==> src/rtl/ptw_pkg.sv <==
package ptw_pkg;
    localparam int VA_W   = 32;
    localparam int PG_OFF = 12;
    localparam int IDX_W  = 10;
    localparam int PTE_W  = 32;
    localparam int PPN_W  = 22;
    localparam int PA_W   = PPN_W + PG_OFF;
    localparam int PPN_LO = PTE_W - PPN_W;

    localparam int PTE_V = 0;
    localparam int PTE_R = 1;
    localparam int PTE_WB = 2;
    localparam int PTE_X = 3;
    localparam int PTE_U = 4;
    localparam int PTE_A = 6;
    localparam int PTE_D = 7;

    localparam logic [1:0] ACC_FETCH = 2'b00;
    localparam logic [1:0] ACC_LOAD  = 2'b01;
    localparam logic [1:0] ACC_STORE = 2'b10;

    localparam logic [1:0] PRIV_U = 2'b00;
    localparam logic [1:0] PRIV_S = 2'b01;
    localparam logic [1:0] PRIV_M = 2'b11;

    typedef struct packed {
        logic r;
        logic w;
        logic x;
    } perm_t;

    typedef struct packed {
        logic            fault;
        logic [3:0]      cause;
        logic [PA_W-1:0] paddr;
        perm_t           perm;
    } result_t;

    function automatic logic [3:0] page_fault_cause(input logic [1:0] acc);
        case (acc)
            ACC_FETCH: page_fault_cause = 4'd12;
            ACC_LOAD:  page_fault_cause = 4'd13;
            default:   page_fault_cause = 4'd15;
        endcase
    endfunction

    function automatic logic [PPN_W-1:0] pte_ppn(input logic [PTE_W-1:0] pte);
        pte_ppn = pte[PTE_W-1:PPN_LO];
    endfunction
endpackage

==> src/rtl/ptw_priv_sel.sv <==
module ptw_priv_sel
    import ptw_pkg::*;
(
    input  logic [1:0] acc,
    input  logic [1:0] priv,
    input  logic       mprv,
    input  logic [1:0] mpp,
    input  logic       paging_en,
    output logic [1:0] eff_priv,
    output logic       bypass
);
    always_comb begin
        if (priv == PRIV_M && mprv && acc != ACC_FETCH)
            eff_priv = mpp;
        else
            eff_priv = priv;
        bypass = !paging_en || (eff_priv == PRIV_M);
    end
endmodule

==> src/rtl/ptw_leaf_chk.sv <==
module ptw_leaf_chk
    import ptw_pkg::*;
(
    input  logic [PTE_W-1:0] pte,
    input  logic             super_lvl,
    input  logic [1:0]       acc,
    input  logic [1:0]       priv,
    input  logic             sum,
    input  logic             mxr,
    output logic             is_ptr,
    output logic             leaf_ok,
    output perm_t            perm,
    output logic [PTE_W-1:0] pte_upd,
    output logic             upd_needed
);
    logic v, r, w, x, u, d;
    logic rsvd, u_bad, mis, acc_bad;
    logic [PPN_W-1:0] ppn;

    always_comb begin
        v   = pte[PTE_V];
        r   = pte[PTE_R];
        w   = pte[PTE_WB];
        x   = pte[PTE_X];
        u   = pte[PTE_U];
        d   = pte[PTE_D];
        ppn = pte_ppn(pte);

        rsvd = w && !r;
        if (u)
            u_bad = (priv != PRIV_U) && (!sum || acc == ACC_FETCH);
        else
            u_bad = (priv != PRIV_S);
        mis = super_lvl && (ppn[IDX_W-1:0] != '0);
        case (acc)
            ACC_LOAD:  acc_bad = !(r || (x && mxr));
            ACC_STORE: acc_bad = !w;
            ACC_FETCH: acc_bad = !x;
            default:   acc_bad = 1'b1;
        endcase

        is_ptr  = v && !(r || w || x);
        leaf_ok = v && (r || w || x) && !rsvd && !u_bad && !mis && !acc_bad;

        perm.r = r || (x && mxr);
        perm.w = w && ((acc == ACC_STORE) || d);
        perm.x = x;

        pte_upd = pte;
        pte_upd[PTE_A] = 1'b1;
        if (acc == ACC_STORE)
            pte_upd[PTE_D] = 1'b1;
        upd_needed = (pte_upd != pte);
    end
endmodule

==> src/rtl/pt_walker.sv <==
module pt_walker
    import ptw_pkg::*;
(
    input  logic              clk,
    input  logic              rst,
    input  logic              req_valid,
    output logic              req_ready,
    input  logic [VA_W-1:0]   req_vaddr,
    input  logic [1:0]        req_acc,
    input  logic [1:0]        req_priv,
    input  logic              cfg_paging_en,
    input  logic [PPN_W-1:0]  cfg_root_ppn,
    input  logic              cfg_sum,
    input  logic              cfg_mxr,
    input  logic              cfg_mprv,
    input  logic [1:0]        cfg_mpp,
    output logic              mem_req_valid,
    input  logic              mem_req_ready,
    output logic              mem_req_write,
    output logic [PA_W-1:0]   mem_req_addr,
    output logic [PTE_W-1:0]  mem_req_wdata,
    input  logic              mem_rsp_valid,
    input  logic [PTE_W-1:0]  mem_rsp_rdata,
    output logic              done_valid,
    output logic              done_fault,
    output logic [3:0]        done_cause,
    output logic [PA_W-1:0]   done_paddr,
    output logic [2:0]        done_perm
);
    typedef enum logic [2:0] {
        ST_IDLE, ST_RD_REQ, ST_RD_WAIT, ST_WB_REQ, ST_WB_WAIT, ST_DONE
    } st_e;

    localparam int ENT_SH = 2;

    st_e              st;
    logic             lvl_hi;
    logic [VA_W-1:0]  va_q;
    logic [1:0]       acc_q;
    logic [1:0]       priv_q;
    logic             sum_q;
    logic             mxr_q;
    logic [PPN_W-1:0] base_q;
    logic [PTE_W-1:0] wdata_q;
    result_t          res_q;

    logic [1:0]       eff_priv;
    logic             bypass;
    logic             chk_ptr, chk_ok, chk_upd;
    perm_t            chk_perm;
    logic [PTE_W-1:0] chk_pte_upd;
    logic [IDX_W-1:0] cur_idx;
    logic [PPN_W-1:0] rsp_ppn;
    logic [PA_W-1:0]  leaf_pa;

    ptw_priv_sel u_priv (
        .acc       (req_acc),
        .priv      (req_priv),
        .mprv      (cfg_mprv),
        .mpp       (cfg_mpp),
        .paging_en (cfg_paging_en),
        .eff_priv  (eff_priv),
        .bypass    (bypass)
    );

    ptw_leaf_chk u_chk (
        .pte        (mem_rsp_rdata),
        .super_lvl  (lvl_hi),
        .acc        (acc_q),
        .priv       (priv_q),
        .sum        (sum_q),
        .mxr        (mxr_q),
        .is_ptr     (chk_ptr),
        .leaf_ok    (chk_ok),
        .perm       (chk_perm),
        .pte_upd    (chk_pte_upd),
        .upd_needed (chk_upd)
    );

    always_comb begin
        cur_idx = lvl_hi ? va_q[VA_W-1:PG_OFF+IDX_W] : va_q[PG_OFF+IDX_W-1:PG_OFF];
        rsp_ppn = pte_ppn(mem_rsp_rdata);
        if (lvl_hi)
            leaf_pa = {rsp_ppn[PPN_W-1:IDX_W], va_q[PG_OFF+IDX_W-1:0]};
        else
            leaf_pa = {rsp_ppn, va_q[PG_OFF-1:0]};
    end

    assign req_ready     = (st == ST_IDLE);
    assign mem_req_valid = (st == ST_RD_REQ) || (st == ST_WB_REQ);
    assign mem_req_write = (st == ST_WB_REQ);
    assign mem_req_addr  = {base_q, {PG_OFF{1'b0}}} + PA_W'({cur_idx, {ENT_SH{1'b0}}});
    assign mem_req_wdata = wdata_q;
    assign done_valid    = (st == ST_DONE);
    assign done_fault    = res_q.fault;
    assign done_cause    = res_q.cause;
    assign done_paddr    = res_q.paddr;
    assign done_perm     = res_q.perm;

    always_ff @(posedge clk) begin
        if (rst) begin
            st      <= ST_IDLE;
            lvl_hi  <= 1'b1;
            va_q    <= '0;
            acc_q   <= ACC_FETCH;
            priv_q  <= PRIV_U;
            sum_q   <= 1'b0;
            mxr_q   <= 1'b0;
            base_q  <= '0;
            wdata_q <= '0;
            res_q   <= '0;
        end else begin
            case (st)
                ST_IDLE: if (req_valid) begin
                    va_q   <= req_vaddr;
                    acc_q  <= req_acc;
                    priv_q <= eff_priv;
                    sum_q  <= cfg_sum;
                    mxr_q  <= cfg_mxr;
                    base_q <= cfg_root_ppn;
                    lvl_hi <= 1'b1;
                    if (bypass) begin
                        res_q.fault <= 1'b0;
                        res_q.cause <= '0;
                        res_q.paddr <= PA_W'(req_vaddr);
                        res_q.perm  <= 3'b111;
                        st          <= ST_DONE;
                    end else begin
                        st <= ST_RD_REQ;
                    end
                end
                ST_RD_REQ: if (mem_req_ready) st <= ST_RD_WAIT;
                ST_RD_WAIT: if (mem_rsp_valid) begin
                    if (chk_ptr && lvl_hi) begin
                        base_q <= rsp_ppn;
                        lvl_hi <= 1'b0;
                        st     <= ST_RD_REQ;
                    end else if (chk_ok) begin
                        res_q.fault <= 1'b0;
                        res_q.cause <= '0;
                        res_q.paddr <= leaf_pa;
                        res_q.perm  <= chk_perm;
                        wdata_q     <= chk_pte_upd;
                        st          <= chk_upd ? ST_WB_REQ : ST_DONE;
                    end else begin
                        res_q.fault <= 1'b1;
                        res_q.cause <= page_fault_cause(acc_q);
                        res_q.paddr <= '0;
                        res_q.perm  <= '0;
                        st          <= ST_DONE;
                    end
                end
                ST_WB_REQ:  if (mem_req_ready) st <= ST_WB_WAIT;
                ST_WB_WAIT: if (mem_rsp_valid) st <= ST_DONE;
                default:    st <= ST_IDLE;
            endcase
        end
    end

    AST_ONE_OUTSTANDING: assert property (@(posedge clk) disable iff (rst)
        (mem_req_valid && mem_req_ready) |=> !mem_req_valid);
    AST_STALL_HOLDS: assert property (@(posedge clk) disable iff (rst)
        (mem_req_valid && !mem_req_ready) |=>
        (mem_req_valid && $stable(mem_req_addr) && $stable(mem_req_write)));
    AST_DONE_PULSE: assert property (@(posedge clk) disable iff (rst)
        done_valid |=> !done_valid);
    AST_FAULT_CLEAN: assert property (@(posedge clk) disable iff (rst)
        (done_valid && done_fault) |-> (done_perm == 3'b000 && done_paddr == '0));
    AST_WB_MARKS_ACCESSED: assert property (@(posedge clk) disable iff (rst)
        (mem_req_valid && mem_req_write) |-> (mem_req_wdata[PTE_A] && mem_req_wdata[PTE_V]));
    AST_BUSY_NOT_READY: assert property (@(posedge clk) disable iff (rst)
        (req_valid && req_ready) |=> !req_ready);
endmodule

==> config.mk <==
export PLATFORM = sky130hd
export DESIGN_NAME = pt_walker
export DESIGN_NICKNAME = d
export VERILOG_FILES = /design/src/rtl/ptw_pkg.sv /design/src/rtl/ptw_priv_sel.sv /design/src/rtl/ptw_leaf_chk.sv /design/src/rtl/pt_walker.sv
export SDC_FILE = /design/constraint.sdc
export NUM_CORES = 1
export LEC_CHECK = 0
export ABC_CLOCK_PERIOD_IN_PS = 2500
export BUFFER_PORTS_ARGS = -buffer_cell sky130_fd_sc_hd__buf_4
export CAP_MARGIN = 10
export CORE_MARGIN = 5
export CORE_UTILIZATION = 40
export CTS_CLUSTER_DIAMETER = 30
export CTS_CLUSTER_SIZE = 40
export DETAILED_ROUTE_END_ITERATION = 6
export GPL_TIMING_DRIVEN = 1
export PLACE_DENSITY = 0.75
export SETUP_SLACK_MARGIN = 0.4
export SYNTH_ARGS = -nofsm -noshare
export SYNTH_HDL_FRONTEND = slang
export SYNTH_SLANG_ARGS = --single-unit
==> constraint.sdc <==
create_clock -name clk -period 2.5 [get_ports clk]
set_input_delay 0.5 -clock clk [delete_from_list [all_inputs] [get_ports clk]]
set_output_delay 0.5 -clock clk [all_outputs]
set_load 0.02 [all_outputs]
==> results.cfg, run 1 <==
[cells_and_area]
finalNetCount = 1036
area_growth_pct = 45.88
drive_above_1_share_pct = 37.24
multi_input_area_um2 = 3197
antenna_cells = 0
fill_cells = 1381
final-seq-area_um2 = 2725

[detailed_routing]
vias = 6504
drc = 0
routedWlPerCell_um = 19.44
firstDrtPassIters = 5
drt-initial-drc-count = 613
viasPerCell = 5.725
postRouteAntennaNets = 0
drt-total-wl_um = 22080

[timing]
period_needed_ps = 2132
fin_ws_ps = 368.2
timing.slew.headroom_pct = 44.90
setup_viol = 0
tns_ps = 0
drv_slew = 0
worst_slew_pin_slew_ps = 826.5
rsz0062_at_grt = yes
clock_skew_ps = 5.373
fmax_ghz = 0.4691
period_share_pct = 85.27
hold_viol_final = 0

[cts]
root_buffer = clkbuf_16
clkTransAtPathRegs_ps = 60
cts_tree = built
insertion_delay_ps = 420
clkSinkCount = 136
cts_buffer_depth = 2
holdBufCountCts = 0
numCtsBuffers = 17
htree_levels = 4

[grt]
overflow = 0
grt_pass1_wl_um = 33100
first_global_vias = 6222
grt_usage_pct = 23.18
grt_max_degree = 76
antenna_found_initial = 0

[logic_synthesis]
ys_warn_count = 0
syn_area_um2 = 6112
synth_cells = 738
ys_ff_latch = 136
synth.avg_cell_area_um2 = 8.282
yosys-top-cells-area = dfxtp_1 45%, a21oi_1 9.8%, nand2_1 7.0%, nand4_1 6.1%, a211oi_1 4.3%
yosysTopAreaCell = dfxtp_1
synth_most_common_cell = dfxtp_1
netlist.area_leader.share_pct = 44.54
synth_flop_cell = dfxtp_1
synth_edf_count = 0
async_reset_ff_share_pct = 0
ys_top_cells_by_count = 136 x dfxtp_1, 120 x a21oi_1, 114 x nand2_1
seq_area_frac_synth_pct = 44.54
synth.distinct_cells = 53

[placement]
place_congestion = 0.8553
dp_slack_ps = -185.5
port_buffers = 210
dpl.hpwl_um = 14650

[hold_path]
worstHoldStart = cfg_sum
hold_path.class = input port to register

[power_and_ir_drop]
power_mw = 6.484
p_leak_nw = 3.579
powerDensity_nw_per_um2 = 727.3
ir_worst_vdd_uv = 461.5

[die]
die_h_um = 133.6
start_util_pct = 40.51
io_pins = 213
dieWidth_um = 133.6
die_area_um2 = 17850
core_um2 = 15090
fp-row-count = 45

[critical_path]
cp_max_fo = 8
end_kind = register
startpoint = mem_rsp_rdata[19]
path_class = input port to register
timing.rr.start = st[1]
cp-start-kind = input port
arrival_ps = 2470
required_ps = 2840

[outcome]
status = completed

[flow_run]
cap_violations = 0
[worst paths after layout]
| check | to | slack (ps) | depth (start not counted) |
|---|---|---|---|
| setup / recovery | done_paddr[10] | 370 | 9 |
| hold / removal | sum_q | 320 | 3 |
| hold reg to reg | va_q[23] | 450 | 2 |
| setup reg to reg | done_paddr[33] | 500 | 6 |
[metrics by stage]
step / util [%] / instance area, µm² / hold slack (ps) / std cells
after detailed placement: 53.04 / 8004 / 439.7 / 1097
after global routing: 59.09 / 8916 / 313.5 / 1136
after global placement: 53.04 / 8004 / 434.6 / 1097
after floorplan: - / 6138 / 428.8 / 739
after CTS: 57.17 / 8627 / 307.5 / 1131
final: 59.09 / 8916 / 320.7 / 1136
[cells by family (layout without fill, tap and decap cells)]
logic type / Yosys count / in the layout / synth area share [%]
AO/OA/AOI/OAI: 236 / 236 / 25.00
multiplexers: 23 / 23 / 4.176
flip-flops: 136 / 136 / 44.54
other: 1 / 2 / 0.06135
AND/OR/NAND/NOR: 250 / 250 / 19.32
buffers and inverters: 91 / 300 / 6.755
XOR/XNOR: 1 / 1 / 0.1433
[cells in the final DEF (no fill, tap or decap), types with 4 or more instances in the layout]
master	synthesis	final
a22oi_1	12	12
mux2_2	20	20
a31oi_1	4	4
inv_1	10	10
nand2b_1	5	5
clkbuf_1	56	4
a21oi_1	120	119
a211oi_1	35	10
clkbuf_16	0	19
buf_4	5	237
nand2_1	114	114
nand4_1	60	60
a311oi_1	10	10
o31ai_1	29	26
a211oi_2	0	25
buf_6	5	9
clkinv_2	0	5
buf_12	0	10
nor2_1	47	47
dfxtp_1	136	134
[critical path, cell delays in order]
cell and delay [ps]:
buf_6 90, or4_4 540, o41ai_4 370, o2111a_2 290, buf_12 140, buf_12 110
clkbuf_16 150, nand4_1 80, a211oi_1 210
[per-layer routing]
metal  track usage [%]  wire (µm)
met2             37.61      10600
met1             28.64       8935
met4             10.40        692
met3             6.647       1856
met5                 0          0
[cell type report]
cell class	instances	area share (%)
multi-input cells	512	35.85
clock inverters	9	1.375
well taps	188	2.638
clock buffers	23	5.248
repair buffers	258	23.90
flip-flops and latches	136	30.56
inverters	10	0.4210
[report_power, final]
group / leakage [nW] / internal (mW) / switching [mW]
sequential: 1.11 / 2.34 / 0.106
combinational: 2.18 / 0.610 / 0.864
clock: 0.291 / 1.61 / 0.950
[what timing repair did]
action / 4_1_cts / 5_1_grt
gates cloned: 0 / 3
gates resized for setup: 5 / 41
pin swaps: 2 / 37
endpoints found under the setup margin: 45 / 74
hold endpoints to repair: 0 / 0
buffers inserted: 2 / 2
[flip-flops by register name, indices dropped and copies added (netlist names)]
register	count
priv_q	2
lvl_hi	1
st	3
acc_q	2
base_q	22
sum_q	1
va_q	32
mxr_q	1
done_cause	3
done_perm	3
done_paddr	34
mem_req_wdata	32
No activity file was read; power rests on OpenSTA's default activity.
==> inputs of run 2 (changes only) <==
Settings changed: ABC_AREA set to 1, PLACE_DENSITY 0.75 to 0.65.
==> run 2 against run 1 <==
Routed wire length is 15% lower. Largest cell class is now flip-flops and latches. Count of clock-buffer cells in the layout is 4 lower. Maximum frequency is 7.0% higher. Clock power is 4% lower. Via count is 8.6% lower. Critical path depth is 5 lower. Critical path type is now register to primary output. Synthesized cell count is 14% higher. Global-route usage is 1.4 points lower. First-iteration DRC count is 32% lower.
==> results.cfg, run 2 <==
[cells_and_area]
multi_input_area_um2 = 2655
area_growth_pct = 39.16
finalNetCount = 1128
final-seq-area_um2 = 2723
mostFrequentLayoutCell = buf_4
largest_register_ffs = 34
antenna_cells = 0
final_cell_mix = 222 x buf_4, 217 x nand2_1, 136 x dfxtp_1, 120 x o21ai_0, 114 x nor2_1
drive_above_1_share_pct = 26.63
fill_cells = 1446
postLayoutCellArea_um2 = 8110

[power_and_ir_drop]
p_leak_nw = 3.769
p_clk_share_pct = 25.4
ir_worst_vdd_uv = 678.9
p_int_mw = 5.797
seqPwrFrac_pct = 32.5
combPwrFrac_pct = 42.1
powerDensity_nw_per_um2 = 1187
p_sw_share_pct = 39.78
power_mw = 9.626
p_sw_mw = 3.829

[logic_synthesis]
synth.distinct_cells = 25
synth_most_common_cell = nand2_1
async_reset_ff_share_pct = 0
ys_top_cells_by_count = 217 x nand2_1, 136 x dfxtp_1, 120 x o21ai_0
synth_cells = 840
ys_ff_latch = 136
synth_edf_count = 0
netlist.area_leader.share_pct = 46.72
yosys-top-cells-area = dfxtp_1 47%, nand2_1 14%, o21ai_0 10%, nor2_1 7.3%, a21oi_1 7.0%
syn_area_um2 = 5828
yosysTopAreaCell = dfxtp_1
synth.avg_cell_area_um2 = 6.938
synth_flop_cell = dfxtp_1
seq_area_frac_synth_pct = 46.72
ys_warn_count = 0

[timing]
worst_slew_pin_slew_ps = 510.4
rsz0062_at_grt = yes
hold_viol_final = 0
setup_viol = 0
drv_slew = 0
period_share_pct = 79.67
fmax_ghz = 0.5021
timing.slew.headroom_pct = 65.97
tns_ps = 0
fin_ws_ps = 508.3
clock_skew_ps = 7.953
period_needed_ps = 1992

[die]
core_um2 = 14420
io_pins = 213
dieWidth_um = 130.7
fp-row-count = 44
start_util_pct = 40.41
die_area_um2 = 17080
die_h_um = 130.7

[grt]
antenna_found_initial = 0
overflow = 0
grt_usage_pct = 21.83
grt_max_degree = 93
first_global_vias = 5771
grt_pass1_wl_um = 29170

[cts]
clkSinkCount = 136
cts_buffer_depth = 2
clkTransAtPathRegs_ps = 60
numCtsBuffers = 17
cts_tree = built
post_cts_buffers = 0
root_buffer = clkbuf_16
holdBufCountCts = 0
insertion_delay_ps = 420
htree_levels = 4
cts_resized = 1

[critical_path]
cp-start-kind = register
r2r_cells = 8
required_ps = 2000
timing.rr.end = base_q[11]
arrival_ps = 1490
cp_max_fo = 40
slowest_delay_ps = 390
cp.buffers_inverters = 2
rrSetupSlack_ps = 600
path_class = register to primary output
end_kind = primary output
timing.rr.start = st[1]
critical-path-top-delay-family = buffers and inverters
crit_chain = buf_6 > nand2_1 > o21ai_0 > buf_4
slowest_stage = dfxtp_1

[placement]
dpl_cell_area_um2 = 7518
port_buffers = 210
dpl.hpwl_um = 13270
place_congestion = 0.8436
dp_slack_ps = 414.0

[detailed_routing]
drt-initial-drc-count = 416
postRouteAntennaNets = 0
routedWlPerCell_um = 15.28
drt-total-wl_um = 18700
drc = 0
vias = 5942
firstDrtPassIters = 4
viasPerCell = 4.855

[hold_path]
worstHoldStart = mem_rsp_rdata[5]
hold_path.class = input port to register
min_to = mem_req_wdata[5]
min_path_cells = 3

[flow_run]
cap_violations = 0

[outcome]
status = completed
run 2: worst reg2reg max path, cell delays in order, from the launching register on:
cell and delay (ps):
dfxtp_1 440, nand3_4 220, nor2_1 200, nor2_1 60, nor2_2 110, buf_4 230
clkinvlp_4 270, nand2_1 130, a31oi_1 90
run 2: metrics by stage:
step	std cells	hold slack [ps]	utilization (%)
after floorplan	841	438.9	-
after CTS	1224	299.6	56.18
final	1224	310.6	56.23
after global placement	1192	452.2	52.13
after global routing	1224	328.3	56.23
after detailed placement	1192	457.0	52.13
run 2: cell families after synthesis:
kind of cell / synth area share, %
flops: 46.72
buf+inv: 7.793
other cells: 0.06434
simple gates: 24.84
compound gates: 20.59
run 2: power groups by stage:
stage          sequential [mW]  combinational (mW)  clock [mW]
2_1_floorplan             3.63                1.99           0
3_5_place_dp              3.16                4.06           0
4_1_cts                   3.13                4.08        2.49
6_report                  3.13                4.05        2.45
5_1_grt                   3.21                4.49        2.61
3_3_place_gp              3.16                4.04           0
run 2: how the worst max path moves through the flow:
| stage | startpoint | endpoint | slack (ps) | cells after the start |
|---|---|---|---|---|
| after global placement | mem_rsp_rdata[12] | mem_req_wdata[12] | 480 | 11 |
| after CTS | lvl_hi | mem_req_addr[9] | 480 | 4 |
| after floorplan | lvl_hi | mem_req_addr[10] | 770 | 4 |
| after detailed placement | mem_rsp_rdata[12] | mem_req_wdata[17] | 410 | 11 |
| final | lvl_hi | mem_req_addr[9] | 510 | 4 |
| after global routing | st[2] | base_q[11] | 390 | 9 |
run 2: layout make-up:
cell class / count / area share (%)
Multi-Input combinational cell: 599 / 32.74
Tap cell: 184 / 2.839
Clock buffer: 19 / 5.585
Inverter: 47 / 2.252
Clock inverter: 13 / 1.589
Timing Repair Buffer: 226 / 21.43
Sequential cell: 136 / 33.57
run 2: routing by layer:
layer	part of all wire (%)	wire length [µm]	GRT usage [%]
met5	0	0	0
met4	1.5	283	6.413
met3	8.1	1508	7.195
met2	47	8839	36.54
met1	43	8073	26.87
==> inputs of run 3 (changes only) <==
Settings changed: ABC_CLOCK_PERIOD_IN_PS 2500 to 2100.
Clock period 2.5 ns to 2.1 ns, I/O delays scaled along.
==> run 3 against run 2 <==
Total power up 28%. Routed wire length up 9.5%. Worst setup slack worse by 130 ps. Clock power up 7%. Combinational power up 46%. First-iteration DRC count down 7.2%. Clock skew about the same. Final cell count up 2.0%. Die area unchanged. Utilization up 3.4 points. Via count up 5.2%. Critical path type unchanged. Largest cell class is now multi-input combinational cells.
==> results.cfg, run 3 (synthesis gave the netlist of run 2 again) <==
[power_and_ir_drop]
seqPwrFrac_pct = 30.6
power_mw = 12.35
combPwrFrac_pct = 48.1
p_leak_nw = 3.971
powerDensity_nw_per_um2 = 1435
p_int_mw = 7.372
ir_worst_vdd_uv = 627.8
p_sw_mw = 4.974
p_clk_share_pct = 21.3
p_sw_share_pct = 40.29

[grt]
first_global_vias = 5682
antenna_found_initial = 0
grt_usage_pct = 21.89
grt_pass1_wl_um = 29260
overflow = 0
grt_max_degree = 48

[critical_path]
crit_chain = inv_4 > nand2_4 > nor2_4 > buf_4 > buf_6
path_class = register to primary output
slowest_stage = dfxtp_2
critical-path-top-delay-family = buffers and inverters
required_ps = 1680
arrival_ps = 1300
cp.buffers_inverters = 3
cp_max_fo = 5
cp-start-kind = register
end_kind = primary output
slowest_delay_ps = 340

[cells_and_area]
antenna_cells = 0
drive_above_1_share_pct = 31.64
mostFrequentLayoutCell = buf_4
finalNetCount = 1154
area_growth_pct = 47.62
final_cell_mix = 230 x buf_4, 207 x nand2_1, 130 x dfxtp_1, 112 x nor2_1, 84 x o21ai_0
final_cells = 1249
final_util_pct = 59.65
largest_register_ffs = 34
final-seq-area_um2 = 2738
postLayoutCellArea_um2 = 8603
multi_input_area_um2 = 2795
fill_cells = 1389

[die]
die_area_um2 = 17080
start_util_pct = 40.41
die_h_um = 130.7
io_pins = 213
core_um2 = 14420
fp-row-count = 44
dieWidth_um = 130.7

[placement]
port_buffers = 210
dpl.hpwl_um = 13340
dp_slack_ps = 190.2
place_congestion = 0.8515
placedCellCount = 1195
dpl_cell_area_um2 = 7579

[detailed_routing]
postRouteAntennaNets = 0
drt-initial-drc-count = 386
firstDrtPassIters = 5
routedWlPerCell_um = 16.39
drc = 0
vias = 6251
drt-total-wl_um = 20470
viasPerCell = 5.005

[timing]
worst_slew_pin_slew_ps = 558.0
hold_viol_final = 0
tns_ps = 0
setup_viol = 0
fmax_ghz = 0.5802
period_needed_ps = 1723
holdWs_ps = 223.6
drv_slew = 0
clock_skew_ps = 8.005
rsz0062_at_grt = yes
period_share_pct = 82.07
timing.slew.headroom_pct = 62.80
fin_ws_ps = 376.5

[cts]
clkSinkCount = 136
numCtsBuffers = 17
root_buffer = clkbuf_16
clkTransAtPathRegs_ps = 60
insertion_delay_ps = 420
htree_levels = 4
cts_buffer_depth = 2
holdBufCountCts = 0
cts_tree = built

[hold_path]
hold_path.class = input port to register

[flow_run]
cap_violations = 0

[outcome]
status = completed
==> run 3: cell types whose count changed in the layout (fill, tap and decap cells not counted), moves of 5 or more <==
cell       delta
clkbuf_16     +6
nand2_2       +7
o21ai_2       +7
buf_6         +5
o21ai_0      -36
nand2_1      -10
buf_12        +5
dfxtp_1       -6
buf_4         +8
a21oi_1      -10
o21ai_1      +29
a21oi_2      +10
==> run 3: power groups by stage <==
stage | clock [mW] | combinational (mW) | sequential [mW]
CTS | 2.68 | 5.10 | 3.74
detailed placement | 0 | 4.93 | 3.77
global route | 2.80 | 6.44 | 3.86
finish | 2.63 | 5.93 | 3.78
global placement | 0 | 4.89 | 3.77
floorplan | 0 | 2.37 | 4.33
==> run 3: path summary, 6_finish.rpt <==
kind | from | end | slack, ps | depth (start not counted)
setup / recovery | st[0] | req_ready | 380 | 5
hold / removal | mem_rsp_rdata[8] | mem_req_wdata[8] | 220 | 3
setup reg to reg | st[0] | done_paddr[6] | 380 | 12
hold reg to reg | va_q[27] | va_q[27] | 460 | 2
==> run 3: worst min-delay path: stages <==
cell	delay (ps)
buf_4	80
nor2_1	30
nor2_1	80
==> run 3: final cells by class <==
class                           count  area share (%)
Clock buffer                       22           5.396
Clock inverter                      9          0.6108
Inverter                           47           2.167
Multi-Input combinational cell    600           32.49
Sequential cell                   136           31.82
Tap cell                          184           2.676
Timing Repair Buffer              251           24.84
==> run 3: repair_timing <==
| item | CTS | global route |
|---|---|---|
| pin swaps | 0 | 13 |
| setup endpoints to repair | 61 | 119 |
| resized for setup | 16 | 85 |
| buffers inserted | 2 | 12 |
| gates cloned | 1 | 8 |
==> run 3: metal layers <==
metal,part of all wire [%],GRT usage [%],wire [µm]
met1,43,27.75,8874
met2,47,35.76,9683
met3,7.9,6.707,1618
met4,1.5,7.018,297
met5,0,0,0
